**src/rtl/board_ctl_regs.sv**
```systemverilog
module board_ctl_regs #(
  parameter int ADDR_W = 13,
  parameter int DW = 16,
  parameter logic [7:0] CPU_REV = 8'h01,
  parameter logic [7:0] BASE_REV = 8'h02
) (
  input  logic              clk,
  input  logic              rst_n,
  input  logic [ADDR_W-1:0] bus_addr,
  input  logic              bus_rd,
  input  logic              bus_wr,
  input  logic [DW-1:0]     bus_wdata,
  output logic [DW-1:0]     bus_rdata,
  input  logic [2*DW-1:0]   irq_src,
  output logic              irq_n,
  input  logic [4*DW-1:0]   sw_in,
  input  logic [2:0]        boot_mode,
  output logic [DW-1:0]     dev_rst1,
  output logic [DW-1:0]     dev_rst2,
  output logic              backlight_en
);
  localparam int NSRC = 2 * DW;
  localparam logic [ADDR_W-1:0] A_STAT_LO = ADDR_W'('h0020);
  localparam logic [ADDR_W-1:0] A_STAT_HI = ADDR_W'('h0022);
  localparam logic [ADDR_W-1:0] A_MASK_LO = ADDR_W'('h0030);
  localparam logic [ADDR_W-1:0] A_MASK_HI = ADDR_W'('h0032);
  localparam logic [ADDR_W-1:0] A_SW0     = ADDR_W'('h0070);
  localparam logic [ADDR_W-1:0] A_SW1     = ADDR_W'('h0072);
  localparam logic [ADDR_W-1:0] A_SW2     = ADDR_W'('h0074);
  localparam logic [ADDR_W-1:0] A_SW3     = ADDR_W'('h0076);
  localparam logic [ADDR_W-1:0] A_BLIGHT  = ADDR_W'('h10B4);
  localparam logic [ADDR_W-1:0] A_RST1    = ADDR_W'('h10D0);
  localparam logic [ADDR_W-1:0] A_RST2    = ADDR_W'('h10D2);
  localparam logic [ADDR_W-1:0] A_BOOT    = ADDR_W'('h10E0);
  localparam logic [ADDR_W-1:0] A_VER     = ADDR_W'('h1100);
  localparam logic [DW-1:0]     RST1_INIT = DW'(4);

  logic [NSRC-1:0] sync_s1, irq_sync;
  logic [DW-1:0]   mask_lo, mask_hi;
  logic [NSRC-1:0] mask_q;
  logic [DW-1:0]   rd_mux;

  always_ff @(posedge clk) begin
    if (!rst_n) begin
      sync_s1  <= '0;
      irq_sync <= '0;
    end else begin
      sync_s1  <= irq_src;
      irq_sync <= sync_s1;
    end
  end

  always_ff @(posedge clk) begin
    if (!rst_n) begin
      mask_lo      <= '1;
      mask_hi      <= '1;
      dev_rst1     <= RST1_INIT;
      dev_rst2     <= '0;
      backlight_en <= 1'b0;
    end else if (bus_wr) begin
      case (bus_addr)
        A_MASK_LO: mask_lo      <= bus_wdata;
        A_MASK_HI: mask_hi      <= bus_wdata;
        A_RST1:    dev_rst1     <= bus_wdata;
        A_RST2:    dev_rst2     <= bus_wdata;
        A_BLIGHT:  backlight_en <= bus_wdata[0];
        default: ;
      endcase
    end
  end

  assign mask_q = {mask_hi, mask_lo};
  assign irq_n  = ~|(irq_sync & ~mask_q);

  always_comb begin
    rd_mux = '0;
    case (bus_addr)
      A_STAT_LO: rd_mux = irq_sync[DW-1:0];
      A_STAT_HI: rd_mux = irq_sync[NSRC-1:DW];
      A_MASK_LO: rd_mux = mask_lo;
      A_MASK_HI: rd_mux = mask_hi;
      A_SW0:     rd_mux = sw_in[DW-1:0];
      A_SW1:     rd_mux = sw_in[2*DW-1:DW];
      A_SW2:     rd_mux = sw_in[3*DW-1:2*DW];
      A_SW3:     rd_mux = sw_in[4*DW-1:3*DW];
      A_BLIGHT:  rd_mux = DW'(backlight_en);
      A_RST1:    rd_mux = dev_rst1;
      A_RST2:    rd_mux = dev_rst2;
      A_BOOT:    rd_mux = DW'({boot_mode, 8'h00});
      A_VER:     rd_mux = DW'({CPU_REV, BASE_REV});
      default:   rd_mux = '0;
    endcase
  end

  always_ff @(posedge clk) begin
    if (!rst_n) bus_rdata <= '0;
    else        bus_rdata <= bus_rd ? rd_mux : '0;
  end
endmodule


```
**config.mk**
```make
export PLATFORM = sky130hd
export DESIGN_NAME = board_ctl_regs
export DESIGN_NICKNAME = d
export VERILOG_FILES = /design/src/rtl/board_ctl_regs.sv
export SDC_FILE = /design/constraint.sdc
export NUM_CORES = 1
export LEC_CHECK = 0
export ABC_AREA = 1
export ABC_CLOCK_PERIOD_IN_PS = 2500
export BUFFER_PORTS_ARGS = -buffer_cell sky130_fd_sc_hd__buf_4
export CAP_MARGIN = 30
export CORE_UTILIZATION = 57
export DETAILED_ROUTE_END_ITERATION = 10
export PLACE_DENSITY_LB_ADDON = 0.05
export SYNTH_ARGS = -nofsm -noshare
export SYNTH_HDL_FRONTEND = slang
export SYNTH_SLANG_ARGS = --single-unit
```
**constraint.sdc**
```tcl
create_clock -name clk -period 2.5 [get_ports clk]
set_input_delay 0.375 -clock clk [delete_from_list [all_inputs] [get_ports clk]]
set_output_delay 0.375 -clock clk [all_outputs]
set_load 0.01 [all_outputs]
```
==> results of run 1 <==
cell usage in the layout, fill, tap and decap left out, types with 3 or more instances in the layout:
master     instances
a21oi_1           34
buf_4            189
clkbuf_16         17
dfxtp_1          145
inv_1            156
inv_2              8
inv_6              6
inv_8              4
nand2_1          240
nand2_2            3
nand3_1          191
nand3_2            3
nor2_1            54
nor2_2             4
nor2_4            10
o211ai_1           8
o21ai_0           18
o21ai_1           23
o22ai_1           10
per-stage QoR:
stage / power [uW] / utilization (%) / hold slack (ns) / cell area, sq um / setup slack (ns)
finish: 5140 / 75.3 / 0.126 / 8590 / 0.363
global route: 5310 / 75.3 / 0.128 / 8590 / 0.263
CTS: 5150 / 75.3 / 0.123 / 8590 / 0.354
detailed placement: 2760 / 70.3 / 0.398 / 8030 / 0.433
global placement: 2760 / 70.3 / 0.392 / 8030 / 0.526
floorplan: 2540 / - / 0.390 / 6690 / 1.03
Yosys cell counts (2+ instances only):
cell      number
buf_6          3
nand3_2        3
inv_1        156
a21oi_1       34
o21ai_0       18
o211ai_1       8
buf_4         22
buf_2          8
inv_2          8
nor2_2         4
o21ai_1       23
nand2_4        2
nor2_8         2
dfxtp_1      145
o22ai_1       10
clkbuf_1      15
nor2_4        10
nand2_2        3
nand2_1      240
nor2_1        54
nor4_1         2
nand3_1      191
cell families after synthesis:
group | count (synthesis)
buffers and inverters | 213
AO/OA/AOI/OAI | 94
AND/OR/NAND/NOR | 516
flip-flops | 145
power breakdown:
part	internal (uW)	switching [uW]	leakage (uW)
Clock	1320	1100	0.000279
Combinational	167	165	0.00319
Sequential	2360	25.1	0.00118
Total	3850	1300	0.00465
worst max path at each step:
stage	startpoint	end	slack, ns	cells past startpoint
final	mask_lo[3]$_SDFFE_PN1P_	irq_n	0.36	7
after global placement	bus_addr[0]	dev_rst1[9]$_SDFFE_PN0P_	0.53	8
after floorplan	bus_addr[11]	backlight_en$_SDFFE_PN0P_	1.03	8
after CTS	mask_lo[3]$_SDFFE_PN1P_	irq_n	0.35	7
after global routing	mask_lo[3]$_SDFFE_PN1P_	irq_n	0.26	7
after detailed placement	bus_addr[3]	dev_rst1[0]$_SDFFE_PN0P_	0.43	8
final cells by class:
type | instances | area (sq um) | share of cell area (%)
flip-flops and latches | 145 | 2900 | 33.8
clock buffers | 17 | 425 | 4.95
well taps | 143 | 179 | 2.08
repair buffers | 191 | 1460 | 17.0
clock inverters | 14 | 143 | 1.66
multi-input cells | 610 | 2870 | 33.4
inverters | 164 | 616 | 7.16
tightest hold or removal path: stages:
cell and delay (ns):
buf_4 0.07, nand2_1 0.04, inv_1 0.04
layer usage:
| metal | track usage, % | vias to the layer above |
|---|---|---|
| met5 | 0 | - |
| met1 | 47.7 | 2961 |
| met2 | 51.6 | 430 |
| met4 | 11.3 | 0 |
| met3 | 6.29 | 45 |
| li1 | - | 3363 |
registers in the layout (all words and copies together) (netlist names):
register / flops
mask_lo: 16
irq_sync: 32
backlight_en: 1
dev_rst1: 16
bus_rdata: 16
mask_hi: 16
dev_rst2: 16
sync_s1: 32
==> results.toml, run 1 <==
[place]
place_inst = 1253
port_buffers = 181
dpl.hpwl_mm = 14.8
globalplace.congestion = 0.919

[power]
power_leakage_uw = 0.00465
power.density_nw_per_um2 = 598
vdd_drop_max_uv = 461

[worst_setup_path]
path_cells = "inv_1 > nand2_1 > o21ai_0 > nor4_1 > nand2_1 > nor2_1 > buf_4"
critPathMaxStageDelay_ns = 0.34
rrSetupSlack_ns = 1.49
path_class = "reg -> out"
cp-start-kind = "flip-flop"
required_ns = 2.12
worstReg2RegEnd = "bus_rdata[13]$_SDFF_PN0_"
critPathArrivalTime_ns = 1.76
crit_buf_inv = 2
crit_slowest_cell = "nor4_1"
crit_top_cell = "nand2_1"
crit_family = "simple AND/OR/NAND/NOR gates"
cp_max_fo = 2
cp-end-kind = "output port"
reg2reg_from = "mask_lo[13]$_SDFFE_PN1P_"
r2r_cells = 6

[cts]
tritoncts = "built"
htreeDepth = 4
cts_setup_buffers = 0
cts_resized = 0
cts_sinks = 145
cts_root_buffer = "clkbuf_16"
cts_hold_buf = 0
clk_pin_slew_ns = 0.06
insertion_delay_ns = 0.42
cts_buffer_depth = 2
cts_made_buffers = 17

[synth]
synthAdderAreaFrac_pct = 0
postSynthAreaPerCell_sq_um = 6.91
ys.flop_type = "dfxtp_1"
netlist_area_sq_um = 6690
synth_seq_cells = 145
syn_inst = 968
synthesis.nets = 1100
synth_edf_count = 0
synth_compound_area_share_pct = 7.58
synth_area_leaders = "dfxtp_1 (43%), nand3_1 (14%), nand2_1 (13%)"
synth_top_family_by_area = "simple AND/OR/NAND/NOR gates"
yosysSeqAreaShare_pct = 43.4
synth_warnings = 0
synth.distinct_cells = 29
synth_top_cell_by_area = "dfxtp_1"
synth-xor-area-share_pct = 0
synth_simple_gate_area_share_pct = 35.3
synth_top_area_share_pct = 43.4
async_flop_share_pct = 0
synth_mux_area_share_pct = 0

[cells_and_area]
nNetsFinal = 1261
drive_gt1_share_pct = 22.3
finalNonFillerCells = 1284
fill_cells = 926
antennaDiodeCount = 0
area_delta_synth_final_pct = 28.5

[detailed_routing]
wl_met2_mm = 8.97
top_layer = "met4"
met1Wirelength_mm = 8.31
postRouteAntennaNets = 0
wl_per_cell_um = 15.7
wl_mm = 20.2
num_vias = 6799
wl_met3_mm = 2.47
first_pass_iters = 7
viasPerCell = 5.30
dr.first_iter.drc_count = 909
drc = 0

[floorplanning]
dieArea_sq_um = 12200
start_util_pct = 58.6
die_h_um = 110
num_rows = 39
die_w_um = 110
io_pins = 182
core_sq_um = 11400

[timing]
tightestPinTransition_ns = 0.594
final.setup.tns_ns = 0
relSlewSlack_pct = 60.4
fin_crit_sh_pct = 85.5
setup_violations = 0
max_freq_mhz = 468
rsz0062_at_grt = "no"
skew_ns = 0.00550
hold_viol_final = 0
slew_violations = 0
fin_crit_ns = 2.14

[worst_hold_path]
worstHoldEndpoint = "sync_s1[13]$_SDFF_PN0_"
hold_class = "in -> reg"
hold_start = "irq_src[13]"
hold_depth = 3

[global_routing]
overflow = 0
antenna_found_initial = 0
grt_max_degree = 67
grt_pass1_wl_mm = 30.1
grt_use_total_pct = 33.7
grt_pass1_vias = 5773

[status]
status = "completed"

[run]
maxCapViolations = 0
Note: power is estimated with default switching activity, not from simulation.
==> inputs of run 2 (changes only) <==
--- a/config.mk
+++ b/config.mk
@@ -9,7 +9,7 @@
 export ABC_CLOCK_PERIOD_IN_PS = 2500
 export BUFFER_PORTS_ARGS = -buffer_cell sky130_fd_sc_hd__buf_4
 export CAP_MARGIN = 30
-export CORE_UTILIZATION = 57
+export CORE_UTILIZATION = 40
 export DETAILED_ROUTE_END_ITERATION = 10
 export PLACE_DENSITY_LB_ADDON = 0.05
 export SYNTH_ARGS = -nofsm -noshare
==> run 2 against run 1 <==
Compared with the run above: sequential power barely moved; total power rose by 0.50%; largest cell class unchanged; final cell count rose by 5.8%; hold slack improved by 0.0019 ns; highest routed layer unchanged; critical endpoint unchanged; first-iteration DRC count fell by 46%.
==> results.toml, run 2 (synthesis results as in run 1) <==
[floorplanning]
start_util_pct = 41.5
dieArea_sq_um = 17200
core_sq_um = 16100
die_w_um = 131
die_h_um = 131
num_rows = 46
io_pins = 182

[cts]
cts_buffer_depth = 2
cts_root_buffer = "clkbuf_16"
cts_setup_buffers = 0
clk_pin_slew_ns = 0.06
insertion_delay_ns = 0.42
cts_made_buffers = 17
htreeDepth = 4
cts_hold_buf = 0
cts_sinks = 145
tritoncts = "built"
cts_resized = 0

[timing]
slew_violations = 0
fin_ws_ns = 0.404
skew_ns = 0.00807
hold_viol_final = 0
setup_violations = 0
hold_slack_ns = 0.128
fin_crit_sh_pct = 83.8
max_freq_mhz = 477
rsz0062_at_grt = "no"
relSlewSlack_pct = 62.2
fin_crit_ns = 2.10
tightestPinTransition_ns = 0.566
final.setup.tns_ns = 0

[worst_setup_path]
cp-end-kind = "output port"
cp_max_fo = 2
critPathArrivalTime_ns = 1.72
cp-start-kind = "flip-flop"
required_ns = 2.12
path_class = "reg -> out"

[cells_and_area]
drive_gt1_share_pct = 22.2
final_common_cell = "nand2_1"
antennaDiodeCount = 0
utilization_pct = 53.9
final_cell_mix = "nand2_1 (240), nand3_1 (191), buf_4 (189)"
nNetsFinal = 1261
area_delta_synth_final_pct = 29.9
reg_top3 = "irq_sync (32), sync_s1 (32)"

[place]
globalplace.congestion = 0.883
post-place-ws_ns = 0.230
dpl.hpwl_mm = 17.2
port_buffers = 181

[detailed_routing]
viasPerCell = 4.89
first_pass_iters = 5
num_vias = 6637
postRouteAntennaNets = 0
wl_per_cell_um = 17.0
dr.first_iter.drc_count = 491
drc = 0
wl_mm = 23.1

[status]
status = "completed"

[global_routing]
antenna_found_initial = 0
grt_pass1_vias = 6088
overflow = 0
grt_pass1_wl_mm = 35.6
grt_use_total_pct = 27.4
grt_max_degree = 91

[worst_hold_path]
hold_class = "in -> reg"

[power]
power.density_nw_per_um2 = 595
power_leakage_uw = 0.00464
power_uw = 5170
vdd_drop_max_uv = 493

[run]
maxCapViolations = 0
[run 2: final timing paths]
path,start,slack (ns),cells past startpoint,endpoint
worst min-delay path,irq_src[6],0.13,3,sync_s1[6]$_SDFF_PN0_
worst max-delay path,mask_lo[3]$_SDFFE_PN1P_,0.40,7,irq_n
worst max register to register,mask_hi[6]$_SDFFE_PN1P_,1.36,6,bus_rdata[6]$_SDFF_PN0_
worst min register to register,sync_s1[12]$_SDFF_PN0_,0.41,2,irq_sync[12]$_SDFF_PN0_
[run 2: metrics by stage]
step / instances / instance area, sq um
after floorplan: 968 / 6690
after global placement: 1326 / 8120
after detailed placement: 1326 / 8120
after CTS: 1358 / 8680
after global routing: 1358 / 8680
final: 1358 / 8680
[run 2: area by class of cell]
class / instances / area [sq um]
Timing Repair Buffer: 191 / 1460
Inverter: 164 / 616
Fill cell: 1712 / 7430
Multi-Input combinational cell: 610 / 2870
Sequential cell: 145 / 2900
Clock buffer: 22 / 464
Clock inverter: 10 / 103
Tap cell: 216 / 270
[run 2: power breakdown]
group / switching, uW / internal [uW] / leakage (uW)
combinational: 178 / 168 / 0.00319
sequential: 23.9 / 2360 / 0.00118
clock: 1010 / 1430 / 0.000272
[run 2: worst max-delay path, cell delays in order (launching register included)]
cell and delay (ns):
dfxtp_1 0.34, inv_1 0.06, nand2_1 0.07, o21ai_0 0.10, nor4_1 0.32, nand2_1 0.09
nor2_1 0.16, buf_4 0.15
[run 2: layer usage]
layer | up-vias | track usage, % | wire (um)
met2 | 297 | 41.1 | 10000
met1 | 2924 | 37.0 | 10400
met3 | 51 | 5.13 | 1650
met4 | 0 | 14.7 | 1000
li1 | 3365 | - | -
met5 | - | 0 | 0
